File: src/rtl/wdog_pkg.sv
package wdog_pkg;
  localparam int BUS_W  = 32;
  localparam int ADDR_W = 8;

  localparam logic [ADDR_W-1:0] OFS_MODE  = 8'h00;
  localparam logic [ADDR_W-1:0] OFS_LEN   = 8'h04;
  localparam logic [ADDR_W-1:0] OFS_KICK  = 8'h08;
  localparam logic [ADDR_W-1:0] OFS_SWRST = 8'h14;

  localparam logic [7:0]       MODE_KEY  = 8'h22;
  localparam logic [4:0]       LEN_KEY   = 5'h08;
  localparam logic [BUS_W-1:0] KICK_KEY  = 32'h0000_1971;
  localparam logic [BUS_W-1:0] SWRST_KEY = 32'h0000_1209;

  typedef struct packed {
    logic dual;
    logic autostart;
    logic irq_en;
    logic ext_en;
    logic pol_hi;
    logic en;
  } mode_t;
endpackage

File: src/rtl/wdog_regs.sv
module wdog_regs
  import wdog_pkg::*;
#(
  parameter int CNT_W   = 11,
  parameter int LEN_RST = 1984
) (
  input  logic              clk_i,
  input  logic              rst_ni,
  input  logic              we_i,
  input  logic [ADDR_W-1:0] addr_i,
  input  logic [BUS_W-1:0]  wdata_i,
  input  logic              clr_i,
  output logic [BUS_W-1:0]  rdata_o,
  output mode_t             mode_o,
  output logic [CNT_W-1:0]  len_load_o,
  output logic              load_o,
  output logic              kick_o,
  output logic              swrst_o
);
  localparam int PAD_W = BUS_W - CNT_W - 5;

  mode_t            mode_q, mode_d;
  logic [CNT_W-1:0] len_q;
  logic             mode_wr, len_wr;

  assign mode_wr = we_i && addr_i == OFS_MODE && wdata_i[31:24] == MODE_KEY;
  assign len_wr  = we_i && addr_i == OFS_LEN  && wdata_i[4:0] == LEN_KEY;
  assign kick_o  = we_i && addr_i == OFS_KICK  && wdata_i == KICK_KEY;
  assign swrst_o = we_i && addr_i == OFS_SWRST && wdata_i == SWRST_KEY;

  assign mode_d = '{dual: wdata_i[6], autostart: wdata_i[4], irq_en: wdata_i[3],
                    ext_en: wdata_i[2], pol_hi: wdata_i[1], en: wdata_i[0]};

  assign len_load_o = len_wr ? wdata_i[5 +: CNT_W] : len_q;
  assign load_o     = len_wr || (mode_wr && mode_d.en && !mode_q.en);
  assign mode_o     = mode_q;

  always_ff @(posedge clk_i or negedge rst_ni) begin
    if (!rst_ni) begin
      mode_q <= '0;
      len_q  <= CNT_W'(LEN_RST);
    end else if (clr_i) begin
      mode_q <= '0;
      len_q  <= CNT_W'(LEN_RST);
    end else begin
      if (mode_wr) mode_q <= mode_d;
      if (len_wr)  len_q  <= wdata_i[5 +: CNT_W];
    end
  end

  always_comb begin
    rdata_o = '0;
    unique case (addr_i)
      OFS_MODE: rdata_o = {25'b0, mode_q.dual, 1'b0, mode_q.autostart, mode_q.irq_en,
                           mode_q.ext_en, mode_q.pol_hi, mode_q.en};
      OFS_LEN:  rdata_o = {{PAD_W{1'b0}}, len_q, 5'b0};
      default:  rdata_o = '0;
    endcase
  end


  a_r1_mode_key: assert property (@(posedge clk_i) disable iff (!rst_ni)
    we_i && addr_i == OFS_MODE && wdata_i[31:24] != MODE_KEY && !clr_i |=> $stable(mode_q));

  a_r9_clear: assert property (@(posedge clk_i) disable iff (!rst_ni)
    clr_i |=> mode_q == '0 && len_q == CNT_W'(LEN_RST));
endmodule

File: src/rtl/wdog_timer.sv
module wdog_timer #(
  parameter int CNT_W      = 11,
  parameter int UNIT_TICKS = 512
) (
  input  logic             clk_i,
  input  logic             rst_ni,
  input  logic             tick_i,
  input  logic             en_i,
  input  logic             dual_i,
  input  logic             irq_en_i,
  input  logic             hold_i,
  input  logic             load_i,
  input  logic             kick_i,
  input  logic [CNT_W-1:0] len_load_i,
  output logic             irq_o,
  output logic             expire_o
);
  localparam int PRE_W = $clog2(UNIT_TICKS);

  logic [PRE_W-1:0] pre_q;
  logic [CNT_W-1:0] cnt_q;
  logic             stage_q, irq_q;
  logic             unit_end, last_unit, two_stage, run;

  assign unit_end  = tick_i && pre_q == PRE_W'(UNIT_TICKS - 1);
  assign last_unit = cnt_q <= CNT_W'(1);
  assign two_stage = dual_i && irq_en_i && !stage_q;
  assign run       = en_i && !hold_i && !load_i && !kick_i;
  assign expire_o  = run && unit_end && last_unit && !two_stage;
  assign irq_o     = irq_q;

  always_ff @(posedge clk_i or negedge rst_ni) begin
    if (!rst_ni) begin
      pre_q   <= '0;
      cnt_q   <= '0;
      stage_q <= 1'b0;
      irq_q   <= 1'b0;
    end else if (load_i || kick_i) begin
      pre_q <= '0;
      cnt_q <= len_load_i;
      if (kick_i || !en_i) begin
        stage_q <= 1'b0;
        irq_q   <= 1'b0;
      end
    end else if (!en_i) begin
      pre_q   <= '0;
      stage_q <= 1'b0;
      irq_q   <= 1'b0;
    end else if (!hold_i && tick_i) begin
      if (unit_end) begin
        pre_q <= '0;
        if (last_unit) begin
          cnt_q <= len_load_i;
          if (two_stage) begin
            stage_q <= 1'b1;
            irq_q   <= 1'b1;
          end
        end else begin
          cnt_q <= cnt_q - CNT_W'(1);
        end
      end else begin
        pre_q <= pre_q + PRE_W'(1);
      end
    end
  end


  a_r4_kick_reload: assert property (@(posedge clk_i) disable iff (!rst_ni)
    kick_i |=> cnt_q == $past(len_load_i) && pre_q == '0 && !irq_o);

  a_r6_irq_hold: assert property (@(posedge clk_i) disable iff (!rst_ni)
    irq_o && en_i && !kick_i |=> irq_o);

  a_r7_disable_clears: assert property (@(posedge clk_i) disable iff (!rst_ni)
    !en_i |=> !irq_o && pre_q == '0);
endmodule

File: src/rtl/wdog_rst_gen.sv
module wdog_rst_gen #(
  parameter int RST_HOLD = 16
) (
  input  logic clk_i,
  input  logic rst_ni,
  input  logic tick_i,
  input  logic trig_i,
  output logic active_o,
  output logic done_o
);
  localparam int HW = $clog2(RST_HOLD + 1);

  logic [HW-1:0] cnt_q;

  assign active_o = cnt_q != '0;
  assign done_o   = tick_i && cnt_q == HW'(1);

  always_ff @(posedge clk_i or negedge rst_ni) begin
    if (!rst_ni)                  cnt_q <= '0;
    else if (trig_i && !active_o) cnt_q <= HW'(RST_HOLD);
    else if (active_o && tick_i)  cnt_q <= cnt_q - HW'(1);
  end


  a_r8_trig_asserts: assert property (@(posedge clk_i) disable iff (!rst_ni)
    trig_i |=> active_o);

  a_r9_hold_no_tick: assert property (@(posedge clk_i) disable iff (!rst_ni)
    active_o && !tick_i |=> active_o);
endmodule

File: src/rtl/wdog_ctrl.sv
module wdog_ctrl
  import wdog_pkg::*;
#(
  parameter int CNT_W      = 11,
  parameter int LEN_RST    = 1984,
  parameter int UNIT_TICKS = 512,
  parameter int RST_HOLD   = 16
) (
  input  logic        clk_i,
  input  logic        rst_ni,
  input  logic        tick_i,
  input  logic        bus_we_i,
  input  logic [7:0]  bus_addr_i,
  input  logic [31:0] bus_wdata_i,
  output logic [31:0] bus_rdata_o,
  output logic        irq_o,
  output logic        sys_rst_o,
  output logic        ext_rst_o
);
  mode_t            mode;
  logic [CNT_W-1:0] len_load;
  logic             load, kick, swrst, expire, active, done;

  wdog_regs #(.CNT_W(CNT_W), .LEN_RST(LEN_RST)) u_regs (
    .clk_i, .rst_ni,
    .we_i(bus_we_i), .addr_i(bus_addr_i), .wdata_i(bus_wdata_i),
    .clr_i(done), .rdata_o(bus_rdata_o), .mode_o(mode),
    .len_load_o(len_load), .load_o(load), .kick_o(kick), .swrst_o(swrst)
  );

  wdog_timer #(.CNT_W(CNT_W), .UNIT_TICKS(UNIT_TICKS)) u_timer (
    .clk_i, .rst_ni, .tick_i,
    .en_i(mode.en), .dual_i(mode.dual), .irq_en_i(mode.irq_en),
    .hold_i(active), .load_i(load), .kick_i(kick), .len_load_i(len_load),
    .irq_o(irq_o), .expire_o(expire)
  );

  wdog_rst_gen #(.RST_HOLD(RST_HOLD)) u_rst (
    .clk_i, .rst_ni, .tick_i,
    .trig_i(expire || swrst), .active_o(active), .done_o(done)
  );

  assign sys_rst_o = active;
  // idle level is the inverse of the selected polarity
  assign ext_rst_o = mode.pol_hi ? (active && mode.ext_en) : !(active && mode.ext_en);


  a_r10_ext_off: assert property (@(posedge clk_i) disable iff (!rst_ni)
    !mode.ext_en |-> ext_rst_o == !mode.pol_hi);
endmodule

File: config.mk
export PLATFORM = sky130hd
export DESIGN_NAME = wdog_ctrl
export DESIGN_NICKNAME = d
export VERILOG_FILES = /design/src/rtl/wdog_pkg.sv /design/src/rtl/wdog_regs.sv /design/src/rtl/wdog_timer.sv /design/src/rtl/wdog_rst_gen.sv /design/src/rtl/wdog_ctrl.sv
export SDC_FILE = /design/constraint.sdc
export NUM_CORES = 1
export LEC_CHECK = 0
export BUFFER_PORTS_ARGS = -buffer_cell sky130_fd_sc_hd__buf_4
export CAP_MARGIN = 20
export CORE_AREA = 2 2 94 96
export DETAILED_ROUTE_END_ITERATION = 7
export DIE_AREA = 0 0 96 98
export GPL_ROUTABILITY_DRIVEN = 0
export PLACE_DENSITY = 0.61
export SYNTH_ARGS = -nofsm -noshare
export SYNTH_HDL_FRONTEND = slang
export SYNTH_SLANG_ARGS = --single-unit
File: constraint.sdc
create_clock -name clk_i -period 3.51 [get_ports clk_i]
set_input_delay 0 -clock clk_i [delete_from_list [all_inputs] [get_ports clk_i]]
set_output_delay 0 -clock clk_i [all_outputs]
set_load 0.005 [all_outputs]
After elaboration in Yosys (flattened, before gate mapping)
Cells that the tools add are included.
Widths: inputs -> output; s select.
{"block": "classes", "n_addsub": 3, "magnitude_cmp": 1, "eq_ne": 14, "mux": 24, "n_reduce_logical": 44}
{"op": "$mux 11", "n": 7}
{"op": "$eq 32x13->1 const B", "n": 2}
{"op": "$mux 9", "n": 4}
{"op": "$pmux 16 s2", "n": 1}
{"op": "$logic_and 1x1->1", "n": 24}
{"op": "$mux 6", "n": 2}
{"op": "$ne 3x1->1 const B", "n": 4}
{"op": "$le 11x1->1 const B", "n": 1}
{"op": "$sub 11x1->11 const B", "n": 1}
{"op": "$mux 5", "n": 2}
{"op": "$reduce_bool 2->1", "n": 5}
{"op": "$add 9x1->9 const B", "n": 1}
{"op": "$eq 9x9->1 const B", "n": 1}
{"op": "$eq 8x3->1 const B", "n": 1}
{"op": "$eq 8x4->1 const B", "n": 1}
{"op": "$eq 8x5->1 const B", "n": 1}
{"op": "$eq 8x6->1 const B", "n": 1}
{"op": "$logic_not 8->1", "n": 1}
{"op": "$mux 1", "n": 8}
{"op": "$logic_not 1->1", "n": 7}
{"op": "$eq 5x1->1 const B", "n": 1}
{"op": "$eq 5x4->1 const B", "n": 1}
{"op": "$reduce_and 5->1", "n": 1}
{"op": "$reduce_bool 5->1", "n": 1}
{"op": "4 further kinds", "n": 7}
{"block": "totals", "register_bits": 43, "in_bits": 44, "output_inout_bits": 35}

Logic depth before layout (Yosys ltp)
Gate-level depths: netlist (run 1).
{"block": "logic_depth", "word_depth": 15, "depth_mapped": 12, "ltp_nobuf": 11}

Hierarchy
Synthesis (run 1) repeated with hierarchy kept, for this count alone.
{"block": "hier_totals", "cells_unflattened": 337, "area_unflattened_um2": 3011.6}
{"mod": "wdog_timer", "n_inst": 1, "cells_each": 152, "area_per_inst_um2": 1402.6, "seq_area_each_um2": 525.5}
{"mod": "wdog_regs", "n_inst": 1, "cells_each": 152, "area_per_inst_um2": 1278.7, "seq_area_each_um2": 431.7}
{"mod": "wdog_rst_gen", "n_inst": 1, "cells_each": 30, "area_per_inst_um2": 311.5, "seq_area_each_um2": 125.1}
{"mod": "wdog_ctrl", "n_inst": 1, "cells_each": 3, "area_per_inst_um2": 18.8, "seq_area_each_um2": 0.0}

Least setup slack after synthesis (run 1)
Ideal clock, no wire load.
{"block": "synth_timing", "path_type": "reg-to-reg", "startpoint": "register u_timer.pre_q[0]", "endpoint": "register u_timer.cnt_q[4]", "setup_time_ns": 0.121, "t_arrival_ns": 2.804, "required_time_ns": 3.389, "path_slack_ns": 0.585, "path_stages_with_launch": 13, "path_buffers": 2, "period_less_slack_ns": 2.925, "path_cell_list": "dfrtp_1 ha_1 and3_1 and3_1 and3_1 ha_1 and2_1 clkbuf_1 and3_1 a2111oi_2 buf_2 a21oi_1 o22a_1"}
{"block": "synth_between", "elab_chain_len": 4}
{"item": "from (decl)", "line_no": "wdog_timer.sv:20", "rtl": "logic [PRE_W-1:0] pre_q;"}
{"item": "from (signal assigned)", "line_no": "wdog_timer.sv:62", "rtl": "pre_q <= pre_q + PRE_W'(1);"}
{"item": "$eq 9x9->1", "line_no": "wdog_timer.sv:25", "rtl": "assign unit_end = tick_i && pre_q == PRE_W'(UNIT_TICKS - 1);"}
{"item": "$logic_and 1x1->1", "line_no": "wdog_timer.sv:25"}
{"item": "$reduce_bool 2->1 (no line)"}
{"item": "$reduce_and 3->1 (no line)"}
{"item": "to (signal assigned)", "line_no": "wdog_timer.sv:40", "rtl": "cnt_q <= len_load_i;"}
{"item": "to (signal assigned)", "line_no": "wdog_timer.sv:53", "rtl": "cnt_q <= len_load_i;"}
{"item": "to (signal assigned)", "line_no": "wdog_timer.sv:59", "rtl": "cnt_q <= cnt_q - CNT_W'(1);"}
{"item": "to (decl)", "line_no": "wdog_timer.sv:21", "rtl": "logic [CNT_W-1:0] cnt_q;"}
Every way passes these cells.
A chain may end at the register's enable or synchronous reset.

Final worst setup path (run 1)
{"block": "layout_timing", "startpoint": "register u_timer.pre_q[0]", "endpoint": "register u_timer.cnt_q[0]"}
Same word-level chain as after synthesis.

==> results.py, run 1 <==
metrics = {
    "status": {
        "status": "finished with violations",
        "violations": "negative hold slack",
    },
    "worst_setup_path": {
        "reg2reg_to": "u_timer.cnt_q[0]$_DFFE_PN0P_",
        "rrSetupSlack_ns": 0.57,
        "critPathLaunch": "u_timer.pre_q[0]$_DFFE_PN0P_",
        "cp-start-kind": "flop",
        "crit_path_end_kind": "flop",
        "required_ns": 3.73,
        "critPathArrivalTime_ns": 3.16,
        "r2r-start": "u_timer.pre_q[0]$_DFFE_PN0P_",
        "endpoint": "u_timer.cnt_q[0]$_DFFE_PN0P_",
        "worst-r2r-cell-count": 11,
        "crit_path_max_fanout": 23,
        "crit_type": "flop to flop",
    },
    "clock_network": {
        "ctsResizeCount": 0,
        "cts_max_path_buffers": 2,
        "clkSinkCount": 43,
        "cts_made_buffers": 5,
        "cts_max_level": 2,
        "clkTransAtPathRegs_ns": 0.08,
        "clkLatencyLatePin_ns": 0.30,
        "post_cts_buffers": 0,
        "cts_tree": "built",
        "cts_root_buf": "clkbuf_8",
    },
    "logic_synthesis": {
        "synthFlopType": "dfrtp_1",
        "synthesis.area_um2": 2845,
        "synth.avg_cell_area_um2": 9.298,
        "synth_most_common_cell": "dfrtp_1",
        "ys_seq_elements": 43,
        "synth.distinct_cells": 52,
        "ys_seq_area_frac": 0.3804,
        "ys_warn_count": 0,
        "synth_top_area_share": 0.3342,
        "synth_cells": 306,
        "async_flop_share": 1.000,
        "synth_area_leaders": "dfrtp_1, mux2i_1, nor2_1",
        "synth_top_area_cell": "dfrtp_1",
        "synth_common_cells": "dfrtp_1, nor2_1, mux2i_1",
        "synth_edf_count": 0,
    },
    "run": {
        "maxCapViolCount": 0,
    },
    "drt": {
        "vias": 2444,
        "wl_per_cell_um": 14.48,
        "routed_via_density": 5.039,
        "dr.first_iter.drc_count": 120,
        "wirelength_um": 7024,
        "drc": 0,
        "drtPass1Iterations": 6,
        "ant_nets": 0,
    },
    "min_path": {
        "min_path_type": "primary input to flop",
    },
    "die": {
        "start_util": 0.3361,
        "rows": 34,
        "die_area_um2": 9408,
        "io_pins": 79,
        "fp.dieH_um": 98,
        "core-area_um2": 8466,
        "die_w_um": 96,
    },
    "power": {
        "irDropWorstVdd_mv": 0.1557,
        "static-leakage-power_nw": 1.829,
        "p_per_area_nw_per_um2": 255.6,
    },
    "sta": {
        "tightestPinTransition_ns": 0.6109,
        "tns_ns": 0,
        "layout_setup_ws_ns": 0.5656,
        "relSlewSlack": 0.5928,
        "clock_skew_ns": 0.006927,
        "hold_violations": 1,
        "clock.fmax_ghz": 0.3396,
        "finalCriticalPeriod_ns": 2.944,
        "slew_viol_final": 0,
        "finalCritPeriodShare": 0.8389,
        "rsz0062_at_grt": "false",
        "hold_ws_ns": -0.0002333,
        "setup_violations": 0,
    },
    "grt": {
        "top_usage_layer": "met2",
        "grt.overflow.total": 0,
        "grt_max_degree": 44,
        "track_usage": 0.1541,
        "antenna_found_initial": 0,
        "met2_usage": 0.2575,
        "grt_use_met1": 0.2043,
        "grt_pass1_vias": 2353,
        "grt_pass1_wl_um": 11510,
        "met3_usage": 0.02160,
    },
    "placed_design": {
        "port_buffers": 62,
        "place.detailed.hpwl_um": 5299,
        "place_ws_ns": 0.5743,
        "dp.cells": 468,
    },
    "cells_and_area": {
        "drive_above_1_share": 0.2520,
        "regArea_um2": 1082,
        "fin_cells": 485,
        "fillCellCount": 829,
        "antenna_cells": 0,
        "multiInputGateArea_um2": 1614,
        "nNetsFinal": 428,
        "final_util": 0.4218,
        "area_delta_synth_final_pct": 25.51,
    },
}
[critical path, stage by stage, from the launching register on]
cell,delay [ns]
dfrtp_1,0.41
ha_1,0.23
and3_1,0.21
and3_1,0.20
and3_1,0.19
ha_1,0.22
and2_1,0.23
and3_1,0.24
a2111oi_4,0.31
buf_4,0.32
nor2_1,0.09
a221oi_2,0.20
[state kept, by name, indices dropped and copies added (netlist names)]
register and cells:
u_timer.pre_q 9, u_regs.mode_o 6, u_regs.len_q 11, u_timer.stage_q 1
u_rst.cnt_q 5, u_timer.cnt_q 11
[cell type report]
class                           count  area share
Multi-Input combinational cell    237      0.4520
Sequential cell                    43      0.3031
Timing Repair Buffer               77      0.1689
Tap cell                          108     0.03784
Clock buffer                        6     0.02313
Inverter                           13     0.01367
Clock inverter                      1    0.001402
[stage by stage]
step | total power [mW] | instance area [um2]
after CTS | 0.9220 | 3571
after detailed placement | 0.5856 | 3383
after global placement | 0.5850 | 3383
final | 0.9129 | 3571
after global routing | 0.9517 | 3571
after floorplan | 0.5378 | 2902
[layer usage]
metal  routed length, um  vias to the layer above
met2                3631                       47
met5                   0                        -
li1                    -                     1207
met3                 212                       10
met1                3012                     1180
met4                 167                        0
[logic make-up after synthesis]
kind of cell	Yosys count	share of synthesized area
and+or+nand+nor	140	0.2850
AOI/OAI and AO/OA	44	0.1126
DFF	43	0.3804
buffers and inverters	41	0.08091
muxes	28	0.1029
adders and majority gates	7	0.03078
xor gates and xnor gates	2	0.006158
other	1	0.001318
[what timing repair did]
| item | CTS | global route |
|---|---|---|
| hold buffers | 10 | 0 |
| endpoints found under the hold margin | 47 | 0 |
| endpoints found under the setup margin | 0 | 0 |
[placed cells by master (no fill, tap or decap), types with 5 or more instances in the layout]
master,n
dlygate4sd3_1,10
o21ai_0,5
nand3b_1,7
dfstp_2,5
o22a_1,7
nor4_1,9
clkbuf_8,6
nor3_1,6
mux2i_1,24
and2_1,9
inv_1,11
buf_4,67
and3_1,21
nand2_1,20
nor2_1,36
nand4_1,5
ha_1,7
a21oi_1,18
nand3_1,5
dfrtp_1,38
conb_1,16
[worst min path at each step]
| stage | startpoint | to | slack [ns] | cells past startpoint |
|---|---|---|---|---|
| detailed placement | rst_ni | u_timer.pre_q[3]$_DFFE_PN0P_ | 0.04 | 1 |
| floorplan | rst_ni | u_regs.len_q[0]$_DFF_PN0_ | -0.30 | 0 |
| finish | bus_wdata_i[8] | u_regs.len_q[3]$_DFF_PN0_ | -0.0002 | 3 |
| global route | bus_wdata_i[8] | u_regs.len_q[3]$_DFF_PN0_ | 0.01 | 3 |
| global placement | rst_ni | u_timer.pre_q[2]$_DFFE_PN0P_ | 0.04 | 1 |
| CTS | bus_wdata_i[7] | u_regs.len_q[2]$_DFF_PN0_ | 0.001 | 3 |
[report_power, final]
part / internal (mW) / total (mW) / switching (mW) / leakage [nW]
Clock: 0.155 / 0.328 / 0.174 / 0.0470
Sequential: 0.496 / 0.496 / 0.000251 / 0.567
Combinational: 0.0456 / 0.0886 / 0.0430 / 1.21
Total: 0.696 / 0.913 / 0.217 / 1.83
(Power assumes the default switching activity.)
==> inputs of run 2 (changes only) <==
--- a/config.mk
+++ b/config.mk
@@ -5,13 +5,14 @@
 export SDC_FILE = /design/constraint.sdc
 export NUM_CORES = 1
 export LEC_CHECK = 0
+export ABC_AREA = 1
 export BUFFER_PORTS_ARGS = -buffer_cell sky130_fd_sc_hd__buf_4
 export CAP_MARGIN = 20
-export CORE_AREA = 2 2 94 96
+export CORE_AREA = 2 2 101 103
 export DETAILED_ROUTE_END_ITERATION = 7
-export DIE_AREA = 0 0 96 98
+export DIE_AREA = 0 0 103 105
 export GPL_ROUTABILITY_DRIVEN = 0
-export PLACE_DENSITY = 0.61
+export PLACE_DENSITY = 0.62
 export SYNTH_ARGS = -nofsm -noshare
 export SYNTH_HDL_FRONTEND = slang
 export SYNTH_SLANG_ARGS = --single-unit
==> constraint.sdc (replaced) <==
create_clock -name clk_i -period 2.5 [get_ports clk_i]
set_input_delay 0 -clock clk_i [delete_from_list [all_inputs] [get_ports clk_i]]
set_output_delay 0 -clock clk_i [all_outputs]
set_load 0.005 [all_outputs]
==> run 2 against run 1 <==
  * The flow now finishes without violations
  * Hold slack improved by 0.021 ns
  * Cell count rose by 41%
  * Critical path type unchanged
  * Critical endpoint unchanged
  * Critical path depth rose by 4
  * Design area is 11% higher
==> results.py, run 2 <==
metrics = {
    "status": {
        "status": "completed",
    },
    "cells_and_area": {
        "drive_above_1_share": 0.1975,
        "fin_cells": 685,
        "final_common_cell": "nand2_1",
        "multiInputGateArea_um2": 1800,
        "nNetsFinal": 602,
        "final_area_um2": 3975,
        "regArea_um2": 1082,
        "fillCellCount": 1043,
        "top_regs": "u_regs.len_q x11, u_timer.cnt_q x11, u_timer.pre_q x9",
        "antenna_cells": 0,
        "area_delta_synth_final_pct": 20.34,
        "final_cell_mix": "nand2_1, inv_1, nor2_1, buf_4, nand3_1",
    },
    "power": {
        "intPower_mw": 1.359,
        "sw_frac_of_total": 0.3668,
        "clockPowerShare": 0.232,
        "comb_power_share": 0.345,
        "netSwitchingPower_mw": 0.7875,
        "irDropWorstVdd_mv": 0.3678,
        "p_per_area_nw_per_um2": 540.1,
        "power_frac_seq": 0.424,
        "static-leakage-power_nw": 2.138,
    },
    "sta": {
        "tns_ns": 0,
        "rsz0062_at_grt": "false",
        "hold_violations": 0,
        "slew_viol_final": 0,
        "relSlewSlack": 0.6175,
        "tightestPinTransition_ns": 0.5718,
        "clock_skew_ns": 0.01509,
        "clock.fmax_ghz": 0.4469,
        "layout_setup_ws_ns": 0.2626,
        "finalCritPeriodShare": 0.8950,
        "setup_violations": 0,
        "finalCriticalPeriod_ns": 2.237,
    },
    "clock_network": {
        "cts_tree": "built",
        "clkLatencyLatePin_ns": 0.31,
        "clkTransAtPathRegs_ns": 0.08,
        "cts_made_buffers": 5,
        "cts_max_path_buffers": 2,
        "cts_root_buf": "clkbuf_8",
        "cts_max_level": 2,
        "clkSinkCount": 43,
        "post_cts_buffers": 0,
    },
    "die": {
        "io_pins": 79,
        "die_area_um2": 10820,
        "fp.dieH_um": 105,
        "core-area_um2": 9639,
        "die_w_um": 103,
        "rows": 36,
        "start_util": 0.3427,
    },
    "worst_setup_path": {
        "crit_type": "flop to flop",
        "cp-start-kind": "flop",
        "critPathArrivalTime_ns": 2.43,
        "rrSetupSlack_ns": 0.26,
        "required_ns": 2.69,
        "worst-r2r-cell-count": 15,
        "crit_path_max_fanout": 12,
        "crit_path_end_kind": "flop",
    },
    "drt": {
        "ant_nets": 0,
        "wirelength_um": 8599,
        "vias": 3205,
        "wl_per_cell_um": 12.55,
        "routed_via_density": 4.679,
        "drtPass1Iterations": 4,
        "drc": 0,
        "dr.first_iter.drc_count": 194,
    },
    "logic_synthesis": {
        "synth.distinct_cells": 39,
        "ys_seq_elements": 43,
        "async_flop_share": 1.000,
        "synth_common_cells": "nand2_1, inv_1, nor2_1",
        "synth_area_leaders": "dfrtp_1, nand2_1, inv_1",
        "synth_edf_count": 0,
        "synth_cells": 484,
        "synthFlopType": "dfrtp_1",
        "synth.avg_cell_area_um2": 6.825,
        "synth_most_common_cell": "nand2_1",
        "synthesis.area_um2": 3303,
        "synth_top_area_share": 0.2879,
        "ys_seq_area_frac": 0.3277,
        "ys_warn_count": 0,
        "synth_top_area_cell": "dfrtp_1",
    },
    "grt": {
        "grt_pass1_wl_um": 14040,
        "grt_max_degree": 44,
        "grt.overflow.total": 0,
        "track_usage": 0.1615,
        "antenna_found_initial": 0,
        "grt_pass1_vias": 2956,
    },
    "placed_design": {
        "dp.cells": 671,
        "place_area_um2": 3804,
        "port_buffers": 62,
        "place.detailed.hpwl_um": 6623,
        "place_ws_ns": 0.09699,
    },
    "run": {
        "maxCapViolCount": 0,
    },
    "min_path": {
        "hold_depth": 3,
        "min_path_type": "primary input to flop",
    },
}
==> run 2: stage by stage <==
| stage | util | total power, mW | hold WS, ns |
|---|---|---|---|
| 6_report | 0.4124 | 2.147 | 0.02081 |
| 5_1_grt | 0.4124 | 2.290 | 0.02368 |
| 4_1_cts | 0.4112 | 2.168 | 0.001469 |
| 3_5_place_dp | 0.3946 | 1.658 | 0.03929 |
| 3_3_place_gp | 0.3946 | 1.640 | 0.02849 |
| 2_1_floorplan | - | 1.407 | -0.2956 |
==> run 2: critical path, stage by stage (launching register included) <==
cell     delay [ns]
dfrtp_1        0.38
ha_1           0.18
nand2_1        0.05
inv_1          0.07
nand2_1        0.08
nor2_2         0.13
nand3_1        0.11
nor2_1         0.12
ha_1           0.15
nand2_1        0.12
inv_2          0.14
nand3_2        0.12
nand4_4        0.19
inv_2          0.15
nand2_1        0.08
nand2_1        0.06
==> run 2: kinds of logic after synthesis <==
group,share of synthesized area
xor+xnor,0.03447
flops,0.3277
compound gates,0.04167
buf+inv,0.1477
simple gates,0.4208
fa+ha+maj,0.02651
other cells,0.001135
==> run 2: power by group through the flow <==
stage | clock network, mW | logic, mW | registers, mW
final | 0.498 | 0.740 | 0.910
after global routing | 0.537 | 0.831 | 0.922
after CTS | 0.512 | 0.748 | 0.909
after detailed placement | 0 | 0.736 | 0.922
after global placement | 0 | 0.721 | 0.919
after floorplan | 0 | 0.519 | 0.888
==> run 2: layout make-up <==
class                      instances  area share
sequential                        43      0.2723
multi-input combinational        355      0.4529
inverter                          76     0.07177
tap                              133     0.04186
timing repair buffer              70      0.1360
clock buffer                       8     0.02518
==> run 2: repair_timing <==
item	4_1_cts	5_1_grt
setup endpoints to repair	0	13
resized for setup	0	3
endpoints found under the hold margin	43	0
hold buffers	6	0
==> run 2: final timing paths <==
path / startpoint / endpoint
max: u_timer.pre_q[0]$_DFFE_PN0P_ / u_timer.cnt_q[0]$_DFFE_PN0P_
min: bus_wdata_i[13] / u_regs.len_q[8]$_DFF_PN1_
max reg2reg: u_timer.pre_q[0]$_DFFE_PN0P_ / u_timer.cnt_q[0]$_DFFE_PN0P_
min reg2reg: u_timer.cnt_q[7]$_DFFE_PN0P_ / u_timer.cnt_q[7]$_DFFE_PN0P_
max in group asynchronous: rst_ni / u_timer.pre_q[1]$_DFFE_PN0P_
min in group asynchronous: rst_ni / u_timer.cnt_q[9]$_DFFE_PN0P_
==> run 2: metal layers <==
layer	GRT usage	vias to the layer above	routed length, um
met5	0	-	0
met4	0.03571	0	88
met3	0.02542	9	336
met2	0.2570	78	4075
met1	0.2295	1494	4099
li1	-	1624	-
